===== config.mk =====
export PLATFORM = sky130hd
export DESIGN_NAME = cc_tstamp_timer
export DESIGN_NICKNAME = d
export VERILOG_FILES = /design/src/rtl/cc_tstamp_pkg.sv /design/src/rtl/cc_tstamp_sync.sv /design/src/rtl/cc_tstamp_counter.sv /design/src/rtl/cc_tstamp_capture.sv /design/src/rtl/cc_tstamp_timer.sv
export SDC_FILE = /design/constraint.sdc
export NUM_CORES = 1
export LEC_CHECK = 0
export BUFFER_PORTS_ARGS = -buffer_cell sky130_fd_sc_hd__buf_2
export CORE_MARGIN = 3
export CORE_UTILIZATION = 45
export DETAILED_ROUTE_END_ITERATION = 16
export MAX_ROUTING_LAYER = met4
export SLEW_MARGIN = 15
export SYNTH_ARGS = -nofsm -noshare
export SYNTH_HDL_FRONTEND = slang
export SYNTH_SLANG_ARGS = --single-unit

===== constraint.sdc =====
create_clock -name clk -period 2.9 [get_ports clk]
set_input_delay 0.29 -clock clk [delete_from_list [all_inputs] [get_ports clk]]
set_output_delay 0.29 -clock clk [all_outputs]
set_load 0.005 [all_outputs]

===== src/rtl/cc_tstamp_pkg.sv =====
package cc_tstamp_pkg;
  typedef enum logic [2:0] {
    RG_CTRL    = 3'd0,
    RG_COUNT   = 3'd1,
    RG_CMPCFG  = 3'd2,
    RG_CMPVAL  = 3'd3,
    RG_CMPSTAT = 3'd4,
    RG_CAPVAL  = 3'd5,
    RG_CAPSTAT = 3'd6,
    RG_CAPCFG  = 3'd7
  } reg_addr_e;

  localparam int CTRL_EN_BIT  = 0;
  localparam int CTRL_INC_LSB = 4;
  localparam int CMP_EN_BIT   = 0;
  localparam int CMP_RST_BIT  = 1;
  localparam int CAP_DIS_BIT  = 0;
  localparam int CAP_ONE_BIT  = 1;
endpackage


===== src/rtl/cc_tstamp_sync.sv =====
module cc_tstamp_sync #(
  parameter int STAGES = 2
) (
  input  logic clk,
  input  logic rst_n,
  input  logic din,
  output logic rise
);
  logic [STAGES:0] sh;

  always_ff @(posedge clk) begin
    if (!rst_n) sh <= '0;
    else        sh <= {sh[STAGES-1:0], din};
  end

  assign rise = sh[STAGES-1] & ~sh[STAGES];
endmodule


===== src/rtl/cc_tstamp_counter.sv =====
module cc_tstamp_counter #(
  parameter int CNT_W = 32,
  parameter int INC_W = 4
) (
  input  logic             clk,
  input  logic             rst_n,
  input  logic             en,
  input  logic [INC_W-1:0] inc,
  input  logic             wr_en,
  input  logic [CNT_W-1:0] wr_val,
  input  logic             cmp_en,
  input  logic             rst_on_hit,
  input  logic [CNT_W-1:0] cmp_val,
  input  logic             cmp_clr,
  output logic [CNT_W-1:0] count,
  output logic             cmp_flag
);
  logic hit;
  assign hit = en & cmp_en & (count == cmp_val);

  always_ff @(posedge clk) begin
    if (!rst_n) begin
      count <= '0;
    end else if (en) begin
      if (hit && rst_on_hit) count <= '0;
      else                   count <= count + CNT_W'(inc);
    end else if (wr_en) begin
      count <= wr_val;
    end
  end

  always_ff @(posedge clk) begin
    if (!rst_n)       cmp_flag <= 1'b0;
    else if (hit)     cmp_flag <= 1'b1;
    else if (cmp_clr) cmp_flag <= 1'b0;
  end
endmodule


===== src/rtl/cc_tstamp_capture.sv =====
module cc_tstamp_capture #(
  parameter int CNT_W = 32
) (
  input  logic             clk,
  input  logic             rst_n,
  input  logic             rise,
  input  logic             ext_dis,
  input  logic             one_shot,
  input  logic [CNT_W-1:0] count,
  input  logic             rd_clr,
  output logic [CNT_W-1:0] cap_val,
  output logic             cap_flag,
  output logic             cap_evt
);
  logic take;
  assign take = rise & ~ext_dis & ~(one_shot & cap_flag);

  always_ff @(posedge clk) begin
    if (!rst_n) begin
      cap_val  <= '0;
      cap_flag <= 1'b0;
      cap_evt  <= 1'b0;
    end else begin
      cap_evt <= take;
      if (take) begin
        cap_val  <= count;
        cap_flag <= 1'b1;
      end else if (rd_clr) begin
        cap_flag <= 1'b0;
      end
    end
  end
endmodule


===== src/rtl/cc_tstamp_timer.sv =====
module cc_tstamp_timer #(
  parameter int CNT_W       = 32,
  parameter int INC_W       = 4,
  parameter int SYNC_STAGES = 2
) (
  input  logic             clk,
  input  logic             rst_n,
  input  logic             req_valid,
  input  logic             req_write,
  input  logic [2:0]       req_addr,
  input  logic [CNT_W-1:0] req_wdata,
  output logic             rsp_valid,
  output logic [CNT_W-1:0] rsp_rdata,
  input  logic             latch_in,
  output logic             cap_evt
);
  import cc_tstamp_pkg::*;

  localparam int INC_HI = CTRL_INC_LSB + INC_W - 1;

  logic             en_q;
  logic [INC_W-1:0] inc_q;
  logic             cmp_en_q, cmp_rst_q;
  logic [CNT_W-1:0] cmp_val_q;
  logic             cap_dis_q, cap_one_q;
  logic [CNT_W-1:0] count, cap_val;
  logic             cmp_flag, cap_flag, rise;
  logic             wr, rd;
  reg_addr_e        addr;

  assign addr = reg_addr_e'(req_addr);
  assign wr   = req_valid & req_write;
  assign rd   = req_valid & ~req_write;

  always_ff @(posedge clk) begin
    if (!rst_n) begin
      en_q      <= 1'b0;
      inc_q     <= INC_W'(1);
      cmp_en_q  <= 1'b0;
      cmp_rst_q <= 1'b0;
      cmp_val_q <= '0;
      cap_dis_q <= 1'b0;
      cap_one_q <= 1'b0;
    end else if (wr) begin
      case (addr)
        RG_CTRL: begin
          en_q  <= req_wdata[CTRL_EN_BIT];
          inc_q <= req_wdata[INC_HI:CTRL_INC_LSB];
        end
        RG_CMPCFG: begin
          cmp_en_q  <= req_wdata[CMP_EN_BIT];
          cmp_rst_q <= req_wdata[CMP_RST_BIT];
        end
        RG_CMPVAL: cmp_val_q <= req_wdata;
        RG_CAPCFG: begin
          cap_dis_q <= req_wdata[CAP_DIS_BIT];
          cap_one_q <= req_wdata[CAP_ONE_BIT];
        end
        default: ;
      endcase
    end
  end

  cc_tstamp_sync #(.STAGES(SYNC_STAGES)) u_sync (
    .clk(clk), .rst_n(rst_n), .din(latch_in), .rise(rise)
  );

  cc_tstamp_counter #(.CNT_W(CNT_W), .INC_W(INC_W)) u_cnt (
    .clk(clk), .rst_n(rst_n), .en(en_q), .inc(inc_q),
    .wr_en(wr && addr == RG_COUNT), .wr_val(req_wdata),
    .cmp_en(cmp_en_q), .rst_on_hit(cmp_rst_q), .cmp_val(cmp_val_q),
    .cmp_clr(wr && addr == RG_CMPSTAT && req_wdata[0]),
    .count(count), .cmp_flag(cmp_flag)
  );

  cc_tstamp_capture #(.CNT_W(CNT_W)) u_cap (
    .clk(clk), .rst_n(rst_n), .rise(rise), .ext_dis(cap_dis_q),
    .one_shot(cap_one_q), .count(count),
    .rd_clr(rd && addr == RG_CAPVAL),
    .cap_val(cap_val), .cap_flag(cap_flag), .cap_evt(cap_evt)
  );

  logic [CNT_W-1:0] rd_mux;
  always_comb begin
    rd_mux = '0;
    case (addr)
      RG_CTRL: begin
        rd_mux[CTRL_EN_BIT]         = en_q;
        rd_mux[INC_HI:CTRL_INC_LSB] = inc_q;
      end
      RG_COUNT: rd_mux = count;
      RG_CMPCFG: begin
        rd_mux[CMP_EN_BIT]  = cmp_en_q;
        rd_mux[CMP_RST_BIT] = cmp_rst_q;
      end
      RG_CMPVAL:  rd_mux = cmp_val_q;
      RG_CMPSTAT: rd_mux[0] = cmp_flag;
      RG_CAPVAL:  rd_mux = cap_val;
      RG_CAPSTAT: rd_mux[0] = cap_flag;
      RG_CAPCFG: begin
        rd_mux[CAP_DIS_BIT] = cap_dis_q;
        rd_mux[CAP_ONE_BIT] = cap_one_q;
      end
      default: ;
    endcase
  end

  always_ff @(posedge clk) begin
    if (!rst_n) begin
      rsp_valid <= 1'b0;
      rsp_rdata <= '0;
    end else begin
      rsp_valid <= rd;
      if (rd) rsp_rdata <= rd_mux;
    end
  end
endmodule


==> flow_summary.json, run 1 <==
{
  "status": "completed",
  "r2r-start": "u_cnt.count[0]",
  "postSynthAreaPerCell_um2": 8.10,
  "rsz0062_at_grt": "false",
  "root_buffer": "clkbuf_16",
  "whs_path_depth": 2,
  "worst_slew_pin_slew_ns": 0.683,
  "power_density_nw_per_um2": 512,
  "arrival_ns": 2.82,
  "slew_violations": 0,
  "hold_class": "in -> reg",
  "dpl.cell_count": 1191,
  "dieHeight_um": 137,
  "vias": 6756,
  "rr_endpoint": "u_cnt.count[26]",
  "drtIter0Drc": 594,
  "wl_per_cell_um": 17.8,
  "required_ns": 3.26,
  "antenna_left": 0,
  "grt_pass1_wl_um": 34500,
  "synth-warning-count": 0,
  "skew_ns": 0.0101,
  "cts_tree": "yes",
  "cts_hold_buffers": 0,
  "clock_path_buffers": 2,
  "hold_viol_final": 0,
  "crit_path_start_kind": "register",
  "core-area_um2": 16700,
  "fillers": 1626,
  "whs_ns": 0.0781,
  "grt_pass1_vias": 6245,
  "dr.pass1.iters": 8,
  "cts_buffers": 17,
  "drc": 0,
  "fp.dieW_um": 137,
  "post-route-min-period_ns": 2.45,
  "path_class": "reg -> reg",
  "leakage_nw": 3.39,
  "multi_input_area_um2": 4390,
  "synth_seq_area_share_pct": 37.3,
  "max_slew_margin_pct": 54.1,
  "ir_drop_mv": 0.386,
  "cts_setup_buffers": 0,
  "place.port_buffers": 73,
  "grt_max_degree": 69,
  "fin_crit_sh_pct": 84.6,
  "dieArea_um2": 18800,
  "syn_nets": 999,
  "fin_cells": 1222,
  "seq_area_um2": 2880,
  "worst_path_largest_cell_delay_ns": 0.44,
  "place_hpwl_um": 14300,
  "drive_gt1_share_pct": 15.2,
  "htree_levels": 4,
  "synth_cell_types": 65,
  "fin_nets": 1035,
  "crit_chain": "ha_1, inv_1, fa_1, nand2b_1, a21o_1, nor4b_4, o2111a_1, nor3_1, and4bb_1",
  "hold_end": "u_sync.sh[0]",
  "tns_ns": 0,
  "rows": 47,
  "cp_max_fo": 7,
  "synth_flop_cell": "dfxtp_1",
  "syn_area_um2": 7730,
  "synth_edf_count": 0,
  "track_usage_pct": 24.3,
  "clk_latency_ns": 0.43,
  "cap_violations": 0,
  "synthArstFlopShare_pct": 0,
  "io_pins": 74,
  "setup_viol": 0,
  "wirelength_um": 21800,
  "initial_core_util_pct": 46.3,
  "path_clk_slew_ns": 0.06,
  "clock-sinks": 144,
  "gp_congestion": 0.894,
  "syn_to_final_growth_pct": 13.4,
  "cts_resized": 0,
  "ys_ff_latch": 144,
  "r2r_cells": 9,
  "antenna_found_initial": 0,
  "slowest_stage": "dfxtp_1",
  "grt-ovfl-total": 0,
  "max_freq_ghz": 0.408,
  "syn_inst": 954,
  "end_kind": "register",
  "antenna_cells": 0,
  "min-delay-start": "latch_in",
  "reg2reg_slack_ns": 0.45,
  "viasPerCell": 5.53
}
==> cells in the final DEF (no fill, tap or decap), drive strengths merged, types with 5 or more instances in the layout <==
| cell type | instances |
|---|---|
| xor2 | 38 |
| dfxtp | 144 |
| nand3 | 16 |
| o21ai | 43 |
| nand4 | 14 |
| a21oi | 30 |
| inv | 13 |
| nor4 | 6 |
| o211a | 5 |
| nor3b | 11 |
| nand2b | 10 |
| mux2 | 6 |
| nor2b | 35 |
| clkinv | 5 |
| nand3b | 10 |
| xnor2 | 11 |
| o21a | 14 |
| nor3 | 12 |
| and3 | 16 |
| a21boi | 69 |
| a22oi | 30 |
| clkbuf | 24 |
| buf | 104 |
| mux2i | 30 |
| and2 | 12 |
| nor2 | 24 |
| nand2 | 225 |
==> metrics by stage <==
| stage | setup slack (ns) | utilization (%) | power [mW] | instance area, um^2 |
|---|---|---|---|---|
| 6_report | 0.447 | 52.5 | 4.49 | 8770 |
| 5_1_grt | 0.280 | 52.5 | 4.64 | 8770 |
| 4_1_cts | 0.465 | 52.5 | 4.52 | 8770 |
| 3_5_place_dp | 0.489 | 49.2 | 2.40 | 8210 |
| 3_3_place_gp | 0.524 | 49.2 | 2.40 | 8210 |
| 2_1_floorplan | 0.706 | - | 2.28 | 7730 |
==> critical path, delay by kind of cell, from the launching register on <==
family / cells / cell delay, ns
compound gates: 2 / 0.50
fa+ha+maj: 2 / 0.63
flops: 1 / 0.44
simple gates: 4 / 0.76
buf+inv: 1 / 0.06
==> synth_stat cells (3+ instances only) <==
| cell | n | share of area (%) |
|---|---|---|
| o21ai_1 | 8 | 0.52 |
| buf_4 | 4 | 0.39 |
| clkbuf_1 | 55 | 2.7 |
| and2_1 | 12 | 0.97 |
| xnor2_1 | 11 | 1.2 |
| a22oi_1 | 30 | 2.9 |
| nand3b_1 | 10 | 0.97 |
| nor2b_1 | 35 | 2.8 |
| a21boi_0 | 69 | 6.7 |
| nor3b_1 | 11 | 1.1 |
| buf_6 | 7 | 1.0 |
| dfxtp_1 | 144 | 37 |
| nand4_1 | 12 | 0.97 |
| xor2_1 | 37 | 4.2 |
| nor2_1 | 24 | 1.2 |
| nand2_1 | 225 | 11 |
| o211a_1 | 5 | 0.65 |
| nand3_1 | 16 | 1.0 |
| mux2_2 | 6 | 0.87 |
| inv_1 | 13 | 0.63 |
| a21oi_1 | 29 | 1.9 |
| o2111a_1 | 3 | 0.44 |
| o21ai_0 | 35 | 2.3 |
| o21a_1 | 14 | 1.4 |
| o211ai_1 | 4 | 0.39 |
| a211oi_1 | 4 | 0.39 |
| ha_1 | 4 | 0.65 |
| nor3_1 | 11 | 0.71 |
| buf_2 | 17 | 1.1 |
| nand2b_1 | 10 | 0.81 |
| mux2i_1 | 30 | 3.9 |
| and3_1 | 16 | 1.3 |
==> power breakdown <==
part / switching (mW) / total, mW / internal, mW
registers: 0.0292 / 2.03 / 2.01
clock network: 0.832 / 2.13 / 1.30
logic: 0.201 / 0.324 / 0.123
==> worst max path at each step <==
stage | slack (ns) | cells past startpoint | start | endpoint
2_1_floorplan | 0.71 | 9 | u_cnt.count[0] | u_cnt.count[6]
3_3_place_gp | 0.52 | 9 | u_cnt.count[0] | u_cnt.count[26]
3_5_place_dp | 0.49 | 9 | u_cnt.count[0] | u_cnt.count[26]
4_1_cts | 0.46 | 9 | u_cnt.count[0] | u_cnt.count[26]
5_1_grt | 0.28 | 9 | u_cnt.count[0] | u_cnt.count[16]
6_report | 0.45 | 9 | u_cnt.count[0] | u_cnt.count[26]
==> layout make-up <==
class | instances | area share [%]
sequential | 144 | 32.9
multi-input combinational | 710 | 50.1
tap | 220 | 3.14
clock inverter | 7 | 0.970
inverter | 13 | 0.556
timing repair buffer | 104 | 6.99
clock buffer | 24 | 5.38
==> flip-flops by register name, indices dropped and copies added, names as in the netlist <==
register,flops
u_cap.cap_flag,1
u_cap.cap_evt,1
cap_dis_q,1
u_sync.sh,3
u_cnt.count,32
u_cap.cap_val,32
cap_one_q,1
en_q,1
inc_q,4
cmp_en_q,1
u_cnt.cmp_flag,1
rsp_valid,1
cmp_val_q,32
cmp_rst_q,1
rsp_rdata,32
==> cells by family after synthesis <==
logic type	after synthesis	share of synthesized area (%)
mux	37	5.05
compound gates	217	19.2
xor+xnor	49	5.65
simple gates	402	25.8
buf+inv	100	6.04
fa+ha+maj	5	0.906
flops	144	37.3
==> per-layer routing <==
metal,vias up,GRT usage [%],share of wire (%)
li1,3318,-,-
met1,3238,31.9,47
met2,172,39.1,47
met3,28,4.52,4.8
met4,0,5.71,1.4
met5,-,-,0
(Power assumes the default switching activity.)
==> inputs of run 2 (changes only) <==
Clock period 2.9 ns to 2.5 ns, I/O delays scaled along.
==> run 2 against run 1 <==
Effect of this change: worst hold slack lost 0.035 ns; global-route usage increased by 0.24 points; clock-buffer cell count down 1; critical endpoint unchanged.
==> flow_summary.json, run 2 (same netlist as run 1, synthesis figures left out) <==
{
  "track_usage_pct": 24.6,
  "rows": 47,
  "gp_congestion": 0.886,
  "crit_chain": "ha_1, inv_1, fa_1, nand2b_1, a21o_1, nor4b_4, o2111a_1, nor3_1, and4bb_1",
  "final_util_pct": 53.9,
  "drive_gt1_share_pct": 16.7,
  "clk_latency_ns": 0.43,
  "max_freq_ghz": 0.429,
  "drc": 0,
  "skew_ns": 0.00783,
  "worst_path_largest_cell_delay_ns": 0.39,
  "vias": 6758,
  "fin_cells": 1236,
  "total_power_mw": 5.62,
  "max_slew_margin_pct": 58.8,
  "core-area_um2": 16700,
  "grt_pass1_wl_um": 34800,
  "dieArea_um2": 18800,
  "cts_tree": "yes",
  "initial_core_util_pct": 46.3,
  "cts_buffers": 17,
  "path_class": "reg -> reg",
  "path_clk_slew_ns": 0.06,
  "antenna_left": 0,
  "mostFrequentLayoutCells": "nand2_1, dfxtp_1, buf_2",
  "hold_viol_final": 0,
  "wl_per_cell_um": 17.6,
  "arrival_ns": 2.70,
  "end_kind": "register",
  "cp_max_fo": 7,
  "dpl.cell_count": 1204,
  "leakage_nw": 3.50,
  "antenna_found_initial": 0,
  "worst_slew_pin_slew_ns": 0.614,
  "fp.dieW_um": 137,
  "fin_nets": 1048,
  "place_hpwl_um": 14500,
  "clock-sinks": 144,
  "tns_ns": 0,
  "place.port_buffers": 73,
  "io_pins": 74,
  "dieHeight_um": 137,
  "drtIter0Drc": 474,
  "status": "completed",
  "post-route-min-period_ns": 2.33,
  "antenna_cells": 0,
  "dr.pass1.iters": 5,
  "layout_commonest_cell": "nand2_1",
  "whs_ns": 0.0428,
  "htree_levels": 4,
  "grt_max_degree": 47,
  "root_buffer": "clkbuf_16",
  "ir_drop_mv": 0.473,
  "power_density_nw_per_um2": 625,
  "grt_pass1_vias": 6362,
  "setup_viol": 0,
  "syn_to_final_growth_pct": 16.3,
  "cap_violations": 0,
  "hold_class": "in -> reg",
  "clock_path_buffers": 2,
  "cts_setup_buffers": 0,
  "crit_path_start_kind": "register",
  "required_ns": 2.87,
  "wirelength_um": 21800,
  "grt-ovfl-total": 0,
  "viasPerCell": 5.47,
  "rsz0062_at_grt": "false",
  "slowest_stage": "fa_1",
  "slew_violations": 0,
  "fin_crit_sh_pct": 93.3
}
run 2: cell types whose count changed in the layout (fill, tap and decap cells not counted), sizes merged:
cell | previous run | this run
buf | 104 | 117
bufinv | 2 | 5
clkbuf | 24 | 23
clkinv | 5 | 1
clkinvlp | 0 | 3
run 2: critical path: cells and delay by family, from the launching register on:
| kind | cells | cell delay [ns] |
|---|---|---|
| simple gates | 4 | 0.75 |
| fa+ha+maj | 2 | 0.60 |
| compound gates | 2 | 0.51 |
| flops | 1 | 0.35 |
| buf+inv | 1 | 0.07 |
run 2: through the flow:
stage / instance area [um^2] / worst slack, ns
after floorplan: 7730 / 0.306
after global placement: 8320 / 0.244
after detailed placement: 8320 / 0.213
after CTS: 8990 / 0.191
after global routing: 8990 / 0.0149
final: 8990 / 0.167
run 2: where the power goes:
part / internal, mW / total, mW / switching [mW]
registers: 2.33 / 2.36 / 0.0317
logic: 0.150 / 0.388 / 0.238
clock network: 1.88 / 2.87 / 0.998
total: 4.35 / 5.62 / 1.27
run 2: final timing paths:
check                    from               end  slack (ns)  cells past startpoint
min                  latch_in      u_sync.sh[0]        0.04                      2
max                  inc_q[0]   u_cnt.count[26]        0.17                      9
max reg2reg          inc_q[0]   u_cnt.count[26]        0.17                      9
min reg2reg  u_cap.cap_val[1]  u_cap.cap_val[1]        0.46                      2
run 2: timing repair:
action | CTS | global route
setup endpoints to repair | 0 | 1
hold buffers | 0 | 0
gates resized for setup | 0 | 1
run 2: metal layers:
| metal | share of wire, % | up-vias | global-route usage (%) |
|---|---|---|---|
| met4 | 1.7 | 0 | 7.10 |
| met3 | 4.4 | 26 | 4.96 |
| met2 | 47 | 130 | 39.3 |
| li1 | - | 3354 | - |
| met1 | 47 | 3248 | 31.6 |
| met5 | 0 | - | - |
run 2: layout make-up:
| class | instances | area (um^2) |
|---|---|---|
| Clock inverter | 9 | 178 |
| Multi-Input combinational cell | 710 | 4400 |
| Clock buffer | 23 | 488 |
| Fill cell | 1596 | 7710 |
| Inverter | 13 | 48.8 |
| Sequential cell | 144 | 2880 |
| Tap cell | 220 | 275 |
| Timing Repair Buffer | 117 | 723 |
